**src/rtl/gpio_sc_pkg.sv**
```systemverilog
package gpio_sc_pkg;
   localparam int REG_W  = 32;
   localparam int ADDR_W = 6;

   localparam logic [ADDR_W-1:0] A_RISE_EN = 6'h00;
   localparam logic [ADDR_W-1:0] A_FALL_EN = 6'h04;
   localparam logic [ADDR_W-1:0] A_DIN     = 6'h08;
   localparam logic [ADDR_W-1:0] A_OE_SET  = 6'h10;
   localparam logic [ADDR_W-1:0] A_DO_SET  = 6'h14;
   localparam logic [ADDR_W-1:0] A_OE_CLR  = 6'h20;
   localparam logic [ADDR_W-1:0] A_DO_CLR  = 6'h24;
endpackage

```
**src/rtl/gpio_sc_sync.sv**
```systemverilog
module gpio_sc_sync #(
   parameter int W      = 32,
   parameter int STAGES = 2
) (
   input  logic         clk,
   input  logic         rst_n,
   input  logic [W-1:0] async_in,
   output logic [W-1:0] sync_out,
   output logic [W-1:0] prev_out
);
   for (genvar i = 0; i < W; i++) begin : g_pin
      logic [STAGES:0] chain;
      always_ff @(posedge clk or negedge rst_n) begin
         if (!rst_n) chain <= '0;
         else        chain <= {chain[STAGES-1:0], async_in[i]};
      end
      assign sync_out[i] = chain[STAGES-1];
      assign prev_out[i] = chain[STAGES];
   end
endmodule

```
**src/rtl/gpio_sc_edge.sv**
```systemverilog
module gpio_sc_edge #(
   parameter int W = 32
) (
   input  logic [W-1:0] level,
   input  logic [W-1:0] prev,
   input  logic [W-1:0] rise_en,
   input  logic [W-1:0] fall_en,
   output logic [W-1:0] evt
);
   for (genvar i = 0; i < W; i++) begin : g_pin
      logic went_up, went_down;
      assign went_up   =  level[i] & ~prev[i];
      assign went_down = ~level[i] &  prev[i];
      assign evt[i]    = (went_up & rise_en[i]) | (went_down & fall_en[i]);
   end
endmodule

```
**src/rtl/gpio_sc_regs.sv**
```systemverilog
module gpio_sc_regs
   import gpio_sc_pkg::*;
#(
   parameter int          W          = 32,
   parameter logic [31:0] VALID_MASK = 32'h0
) (
   input  logic              clk,
   input  logic              rst_n,
   input  logic              req,
   input  logic              we,
   input  logic [ADDR_W-1:0] addr,
   input  logic [REG_W-1:0]  wdata,
   input  logic [W-1:0]      pad_level,
   output logic [W-1:0]      oe_q,
   output logic [W-1:0]      dout_q,
   output logic [W-1:0]      rise_q,
   output logic [W-1:0]      fall_q,
   output logic [REG_W-1:0]  rdata
);
   localparam logic [W-1:0] WMASK = VALID_MASK[W-1:0];

   logic          wr, rd;
   logic [W-1:0]  wbits, mbits, din_view, rd_w;

   assign wr    = req &  we;
   assign rd    = req & ~we;
   assign wbits = wdata[W-1:0];
   assign mbits = wbits & WMASK;

   always_ff @(posedge clk or negedge rst_n) begin
      if (!rst_n) begin
         oe_q   <= '0;
         dout_q <= '0;
         rise_q <= '0;
         fall_q <= '0;
      end else if (wr) begin
         unique case (addr)
            A_OE_SET:  oe_q   <= oe_q   |  mbits;
            A_OE_CLR:  oe_q   <= oe_q   & ~mbits;
            A_DO_SET:  dout_q <= dout_q |  mbits;
            A_DO_CLR:  dout_q <= dout_q & ~mbits;
            A_RISE_EN: rise_q <= wbits;
            A_FALL_EN: fall_q <= wbits;
            default: ;
         endcase
      end
   end

   assign din_view = (oe_q & dout_q) | (~oe_q & pad_level);

   always_comb begin
      rd_w = '0;
      if (rd) begin
         unique case (addr)
            A_RISE_EN:          rd_w = rise_q;
            A_FALL_EN:          rd_w = fall_q;
            A_DIN:              rd_w = din_view;
            A_OE_SET, A_OE_CLR: rd_w = oe_q;
            A_DO_SET, A_DO_CLR: rd_w = dout_q;
            default:            rd_w = '0;
         endcase
      end
   end

   if (W == REG_W) begin : g_full
      assign rdata = rd_w;
   end else begin : g_pad
      assign rdata = {{(REG_W-W){1'b0}}, rd_w};
   end
endmodule

```
**src/rtl/gpio_setclr_port.sv**
```systemverilog
module gpio_setclr_port
   import gpio_sc_pkg::*;
#(
   parameter int          NUM_PINS    = 32,
   parameter int          SYNC_STAGES = 2,
   parameter logic [31:0] VALID_MASK  = 32'h0
) (
   input  logic                clk,
   input  logic                rst_n,
   input  logic                bus_req,
   input  logic                bus_we,
   input  logic [ADDR_W-1:0]   bus_addr,
   input  logic [REG_W-1:0]    bus_wdata,
   output logic [REG_W-1:0]    bus_rdata,
   input  logic [NUM_PINS-1:0] pad_in,
   output logic [NUM_PINS-1:0] pad_out,
   output logic [NUM_PINS-1:0] pad_oe,
   output logic [NUM_PINS-1:0] edge_evt
);
   if (NUM_PINS < 1 || NUM_PINS > REG_W) begin : g_bad_pins
      $error("NUM_PINS must be within 1..32");
   end
   if (SYNC_STAGES < 2) begin : g_bad_sync
      $error("SYNC_STAGES must be at least 2");
   end

   logic [NUM_PINS-1:0] lvl_s, prev_s, oe_q, dout_q, rise_q, fall_q;

   gpio_sc_sync #(.W(NUM_PINS), .STAGES(SYNC_STAGES)) u_sync (
      .clk(clk), .rst_n(rst_n), .async_in(pad_in),
      .sync_out(lvl_s), .prev_out(prev_s)
   );

   gpio_sc_regs #(.W(NUM_PINS), .VALID_MASK(VALID_MASK)) u_regs (
      .clk(clk), .rst_n(rst_n), .req(bus_req), .we(bus_we),
      .addr(bus_addr), .wdata(bus_wdata), .pad_level(lvl_s),
      .oe_q(oe_q), .dout_q(dout_q), .rise_q(rise_q), .fall_q(fall_q),
      .rdata(bus_rdata)
   );

   gpio_sc_edge #(.W(NUM_PINS)) u_edge (
      .level(lvl_s), .prev(prev_s), .rise_en(rise_q), .fall_en(fall_q),
      .evt(edge_evt)
   );

   assign pad_out = dout_q;
   assign pad_oe  = oe_q;
endmodule

```
**config.mk**
```make
export PLATFORM = sky130hd
export DESIGN_NAME = gpio_setclr_port
export DESIGN_NICKNAME = d
export VERILOG_FILES = /design/src/rtl/gpio_sc_pkg.sv /design/src/rtl/gpio_sc_sync.sv /design/src/rtl/gpio_sc_edge.sv /design/src/rtl/gpio_sc_regs.sv /design/src/rtl/gpio_setclr_port.sv
export SDC_FILE = /design/constraint.sdc
export NUM_CORES = 1
export LEC_CHECK = 0
export ABC_AREA = 1
export BUFFER_PORTS_ARGS = -buffer_cell sky130_fd_sc_hd__buf_2
export CORE_AREA = 10 10 140 142
export DETAILED_ROUTE_END_ITERATION = 8
export DIE_AREA = 0 0 150 152
export GPL_ROUTABILITY_DRIVEN = 0
export GPL_TIMING_DRIVEN = 0
export PLACE_DENSITY = 0.77
export SETUP_SLACK_MARGIN = 0.3
export SLEW_MARGIN = 20
export SYNTH_ARGS = -nofsm -noshare
export SYNTH_HDL_FRONTEND = slang
export SYNTH_HIERARCHICAL = 1
export SYNTH_SLANG_ARGS = --single-unit
```
**constraint.sdc**
```tcl
create_clock -name clk -period 1.4 [get_ports clk]
set_clock_uncertainty 0.05 [all_clocks]
set_input_delay 0.07 -clock clk [delete_from_list [all_inputs] [get_ports clk]]
set_output_delay 0.07 -clock clk [all_outputs]
set_load 0.05 [all_outputs]
```
# ---- Word-level counts from Yosys, hierarchy flattened
# Index checks and enable logic that the tools add are counted.
dict set report word_totals {
  register_bits 160
  latchBits 0
  ram_bits 0
  romBits 0
  input_bits 74
  out_inout_bits 128
  wordCells 268
  n_memories 0
}
dict set report op_classes {
  add_sub_neg 0
  mul 0
  n_div 0
  magnitude_cmp 0
  n_eq_ne 2
  shift 0
  n_mux 2
  bitwise_logic 227
  n_reduce_logical 3
}
# operator n
set op_table {}
lappend op_table {{bitwise AND 1 bit} 130}
lappend op_table {{case mux 32 bit (3 select lines)} 1}
lappend op_table {{NOT 1 bit} 65}
lappend op_table {{2-to-1 mux 32 bit} 1}
lappend op_table {{bitwise OR 1 bit} 32}
lappend op_table {{== test 6 x 3 -> 1 bit, second input constant} 1}
lappend op_table {{== test 6 x 4 -> 1 bit, second input constant} 1}
lappend op_table {{zero test 6 bit} 1}
lappend op_table {{AND reduction 2 bit} 2}

# ---- Depth between registers and ports, before layout
dict set report depth {
  depth_word 4
  ltp_mapped 7
  depth_no_buf 6
}

# ---- Hierarchy
# The synthesis kept the hierarchy.
# mod n_inst cells_per_inst area_each_um2 seq_area_each_um2
set by_module_without_submodules {}
lappend by_module_without_submodules {gpio_sc_regs 1 578 4219.0 1601.5}
lappend by_module_without_submodules {gpio_sc_sync 1 160 2882.8 2402.3}
lappend by_module_without_submodules {gpio_sc_edge 1 160 680.7 0.0}

# ---- Least setup slack after synthesis
# OpenSTA, ideal clock, no wires.
dict set report synth_timing {
  path_type {in2out}
  startpoint {input bus_addr[1]}
  endpoint {output bus_rdata[16]}
  arrival_ns 1.160
  t_required_ns 1.280
  setup_slack_ns 0.120
  stages 7
  n_path_buf 2
  path_cell_list {nor2_4 > buf_2 > buf_2 > nand4_1 > nand3_1 > nand2_1 > inv_1}
}
dict set report synth_via {
  elab_chain_cells 3
  elab_cells_between_ends 5
  classes_between {eq/ne: 2; mux: 2; reduce/logical: 1}
}
# item line
set synth_rtl {}
lappend synth_rtl {{start, declared} gpio_setclr_port.sv:12} ;# input logic [ADDR_W-1:0] bus_addr,
lappend synth_rtl {{== test 6 x 4 -> 1 bit, or another cell as far along} gpio_sc_regs.sv:54} ;# unique case (addr)
lappend synth_rtl {{case mux 32 bit (3 select lines) *} gpio_sc_regs.sv:54}
lappend synth_rtl {{2-to-1 mux 32 bit *} gpio_sc_regs.sv:53} ;# if (rd) begin
lappend synth_rtl {{end, declared} gpio_setclr_port.sv:14} ;# output logic [REG_W-1:0] bus_rdata,
# Mark *: on every way between the ends. The rest lies on a longest branch, timed or not.

# ---- Final worst setup path
dict set report layout_timing {
  startpoint {register u_sync.g_pin[30].chain[1]}
  endpoint {output bus_rdata[30]}
}
dict set report layout_via {
  elab_chain_cells 2
}
# item line
set layout_rtl {}
lappend layout_rtl {{start, declared} gpio_sc_sync.sv:12} ;# logic [STAGES:0] chain;
lappend layout_rtl {{start signal, assigned} gpio_sc_sync.sv:15} ;# else chain <= {chain[STAGES-1:0], async_in[i]};
lappend layout_rtl {{case mux 32 bit (3 select lines)} gpio_sc_regs.sv:54}
lappend layout_rtl {{2-to-1 mux 32 bit} gpio_sc_regs.sv:53}
# Every way passes these cells.

==> flow_summary.rst <==
.. list-table::
   :header-rows: 1

   * - Metric
     - Value
   * - First-pass GRT wire length
     - 39,320 um
   * - Average footprint of a synthesized cell
     - 8.666 um2
   * - Total Routing Usage GR
     - 21.54%
   * - Vias after detailed routing
     - 7,511
   * - FFs w/ async S/R, synth
     - 100.0%
   * - Sum of negative setup slack
     - -8.149 ns
   * - VDD IR max
     - 923.8 uV
   * - Pwr/cell area
     - 994.1 mW/mm2
   * - Class of the worst hold path
     - input port to register
   * - Maximum clock insertion buffer count
     - 2
   * - Placed wire-length estimate
     - 15,740 um
   * - Register bit count reported by yosys
     - 160
   * - Die outline area
     - 0.02280 mm2
   * - Highest Clock Rate
     - 598.7 MHz
   * - Total DRC errors in the routed layout
     - 0
   * - Worst-margin pin slew
     - 0.6086 ns
   * - Topmost layer with routed signal wires
     - met4
   * - # Max-Cap Violations
     - 0
   * - Cell accounting for the most synthesized area
     - sky130_fd_sc_hd__dfrtp_1
   * - CTS sink count
     - 160
   * - Area of the core region
     - 0.01694 mm2
   * - Top Ports
     - 202
   * - Sequential area share after synthesis
     - 51.45%
   * - Clock latency reported for the late side of the worst-skew pair
     - 0.43 ns
   * - Maximum fanout count along the critical path
     - 3
   * - Standard-cell row count
     - 48
   * - Number of CTS-inserted buffers
     - 17
   * - Data arrival time of the critical path
     - 1.55 ns
   * - Post-synthesis instance total
     - 898
   * - Largest net degree at the start of global routing
     - 84
   * - Buffer type at the clock tree root
     - sky130_fd_sc_hd__clkbuf_16
   * - Register-to-register setup slack
     - 0.59 ns
   * - Final net count
     - 1,268
   * - Fill cells
     - 1,243
   * - Worst setup slack after layout
     - -0.2702 ns
   * - Library cell contributing the largest single delay on the critical path
     - sky130_fd_sc_hd__dfrtp_1
   * - Relative slew slack
     - 59.28%
   * - Crit Path Category
     - register to primary output
   * - Buffering stage count on the worst path with inverters included
     - 3
   * - RSZ-0062 raised after global routing
     - yes
   * - Post-synth EDFFs
     - 0
   * - Area growth syn-to-layout
     - 51.45%
   * - CP required
     - 1.28 ns
   * - Placed cells
     - 1,324
   * - Delay of the slowest cell on the worst path
     - 0.41 ns
   * - Fin cells
     - 1,433
   * - Library cells used by synthesis
     - 16
   * - Initial DRT Pass Iterations
     - 6
   * - Met1 wire length
     - 9300 um
   * - Post-layout util
     - 69.59%
   * - H-tree depth reported by CTS
     - 4
   * - Top cell types by occurrence after synthesis
     - 193 x sky130_fd_sc_hd__nand2_1, 160 x sky130_fd_sc_hd__dfrtp_1, 136 x sky130_fd_sc_hd__buf_4, 98 x sky130_fd_sc_hd__inv_1
   * - Initial detailed-routing violation count
     - 766
   * - Dominant cells by area after synthesis
     - sky130_fd_sc_hd__dfrtp_1 51%, sky130_fd_sc_hd__buf_4 13%, sky130_fd_sc_hd__nand2_1 9.3%
   * - Chip height
     - 152 um
   * - Final period demand of the worst path
     - 1.670 ns
   * - Critical path cell sequence
     - buf_6 > nand4_1 > nand3_1 > nand2_2 > clkinvlp_4 > buf_8
   * - Endpoints failing hold
     - 0
   * - Total detailed-routing wirelength
     - 26,080 um
   * - Average routed wire per standard cell
     - 18.20 um
   * - Total length of routed met3 wires
     - 2592 um
   * - Run status
     - complete, but fails checks
   * - Max-slew violation total from the final report
     - 0
   * - Post-DRT Antenna Nets
     - 0
   * - Initial Util
     - 45.95%
   * - Clock Pin Slew Worst Setup and Hold Paths
     - 0.07 ns
   * - Cell area after layout
     - 0.01179 mm2
   * - CP delay by family, top
     - flip-flops
   * - Failing checks
     - negative setup slack
   * - Most used flip-flop cell after synthesis
     - sky130_fd_sc_hd__dfrtp_1
   * - Total power consumption of the routed design
     - 11.72 mW
   * - Period utilization
     - 119.3%
   * - Synth Cell Area
     - 0.007782 mm2
   * - Count of final setup violators
     - 57
   * - GRT overflow
     - 0
   * - Post-detailed-route via-to-cell ratio
     - 5.241
   * - Crit end category
     - primary output
   * - Leakage
     - 5.913 nW
   * - DIE WIDTH
     - 150 um
   * - Antenna violations before repair
     - 1
   * - Most used standard cell by instance count after synthesis
     - sky130_fd_sc_hd__nand2_1
   * - TritonCTS clock tree
     - built
   * - Share of post-route cells with drive strength above 1
     - 45.98%
   * - Detail Route met2 WL
     - 13,310 um
   * - Total of warnings raised by yosys
     - 6
   * - Port buffer count
     - 137
   * - Number of global-route vias before repair
     - 7,590
   * - Sort of element at the start of the critical path
     - register
   * - Share of Yosys cell area claimed by the top area cell type
     - 51.45%
   * - Placement Cell Area
     - 0.009195 mm2
## worst paths after layout
| check | start | to | depth (start not counted) |
|---|---|---|---|
| worst max-delay path | u_sync/g_pin[30].chain[1] | bus_rdata[30] | 6 |
| worst min-delay path | bus_addr[0] | u_regs/rise_q[22] | 5 |
| worst max register to register | u_regs/fall_q[23] | u_regs/fall_q[23] | 2 |
| worst min register to register | u_sync/g_pin[31].chain[0] | u_sync/g_pin[31].chain[1] | 0 |
| max in group asynchronous | rst_n | u_sync/g_pin[9].chain[2] | 3 |
| min in group asynchronous | rst_n | u_sync/g_pin[27].chain[0] | 2 |
## through the flow
step,hold WS [ns],setup WS (ns)
after floorplan,-0.2756,0.2629
after global placement,0.1279,-2.218
after detailed placement,0.03372,-0.4844
after CTS,0.05589,-0.2402
after global routing,0.08465,-0.3102
final,0.06892,-0.2702
## worst register-to-register path, stage by stage (launching register included)
cell and delay, ns:
sky130_fd_sc_hd__dfrtp_1 0.43, sky130_fd_sc_hd__o21ai_0 0.13, sky130_fd_sc_hd__nand2_1 0.08
## state kept, by name (all words and copies together), names as in the netlist
register,flops
u_regs/rise_q,32
u_sync/g_pin.chain,96
u_regs/fall_q,32
## logic make-up after synthesis
logic type	count (synthesis)	synth area share (%)
AND/OR/NAND/NOR	395	24.23
buffers and inverters	278	20.16
other	1	0.04819
flip-flops	160	51.45
AO/OA/AOI/OAI	64	4.116
## power by group
group | internal, mW | switching (mW)
Sequential | 4.91 | 0.224
Clock | 2.38 | 2.06
Combinational | 0.814 | 1.32
Total | 8.10 | 3.61
## placed cells by master (no fill, tap or decap), types with 42 or more instances in the layout
cell and count:
sky130_fd_sc_hd__nand3_2 56, sky130_fd_sc_hd__nand2_2 61, sky130_fd_sc_hd__conb_1 64, sky130_fd_sc_hd__nand2_1 130, sky130_fd_sc_hd__buf_2 77, sky130_fd_sc_hd__buf_6 70, sky130_fd_sc_hd__inv_2 42, sky130_fd_sc_hd__buf_4 97
sky130_fd_sc_hd__dlygate4sd3_1 65, sky130_fd_sc_hd__buf_8 52, sky130_fd_sc_hd__nand4_1 96, sky130_fd_sc_hd__dfrtp_1 160, sky130_fd_sc_hd__o21ai_0 64
## area by class of cell
| type | instances | area [um2] | area share [%] |
|---|---|---|---|
| Sequential cell | 160 | 4004 | 33.97 |
| Clock buffer | 18 | 439.2 | 3.726 |
| Multi-Input combinational cell | 523 | 2922 | 24.79 |
| Tap cell | 225 | 281.5 | 2.389 |
| Buffer | 179 | 1435 | 12.18 |
| Timing Repair Buffer | 214 | 2083 | 17.68 |
| Clock inverter | 14 | 120.1 | 1.019 |
| Inverter | 99 | 499.2 | 4.236 |
| Antenna cell | 1 | 2.502 | 0.02123 |
## routing by layer
metal / global-route usage [%] / vias to the layer above
met4: 8.333 / 0
met1: 24.78 / 3590
met3: 6.920 / 91
li1: - / 3345
met5: 0 / -
met2: 36.24 / 485
## repair_timing
item                       4_1_cts  5_1_grt
pin swaps                       49       29
setup endpoints to repair       64      149
hold buffers                    65        0
hold endpoints to repair       173        0
buffers inserted                 1       10
gates resized for setup        352       67
Note: power is estimated with default switching activity, not from simulation.
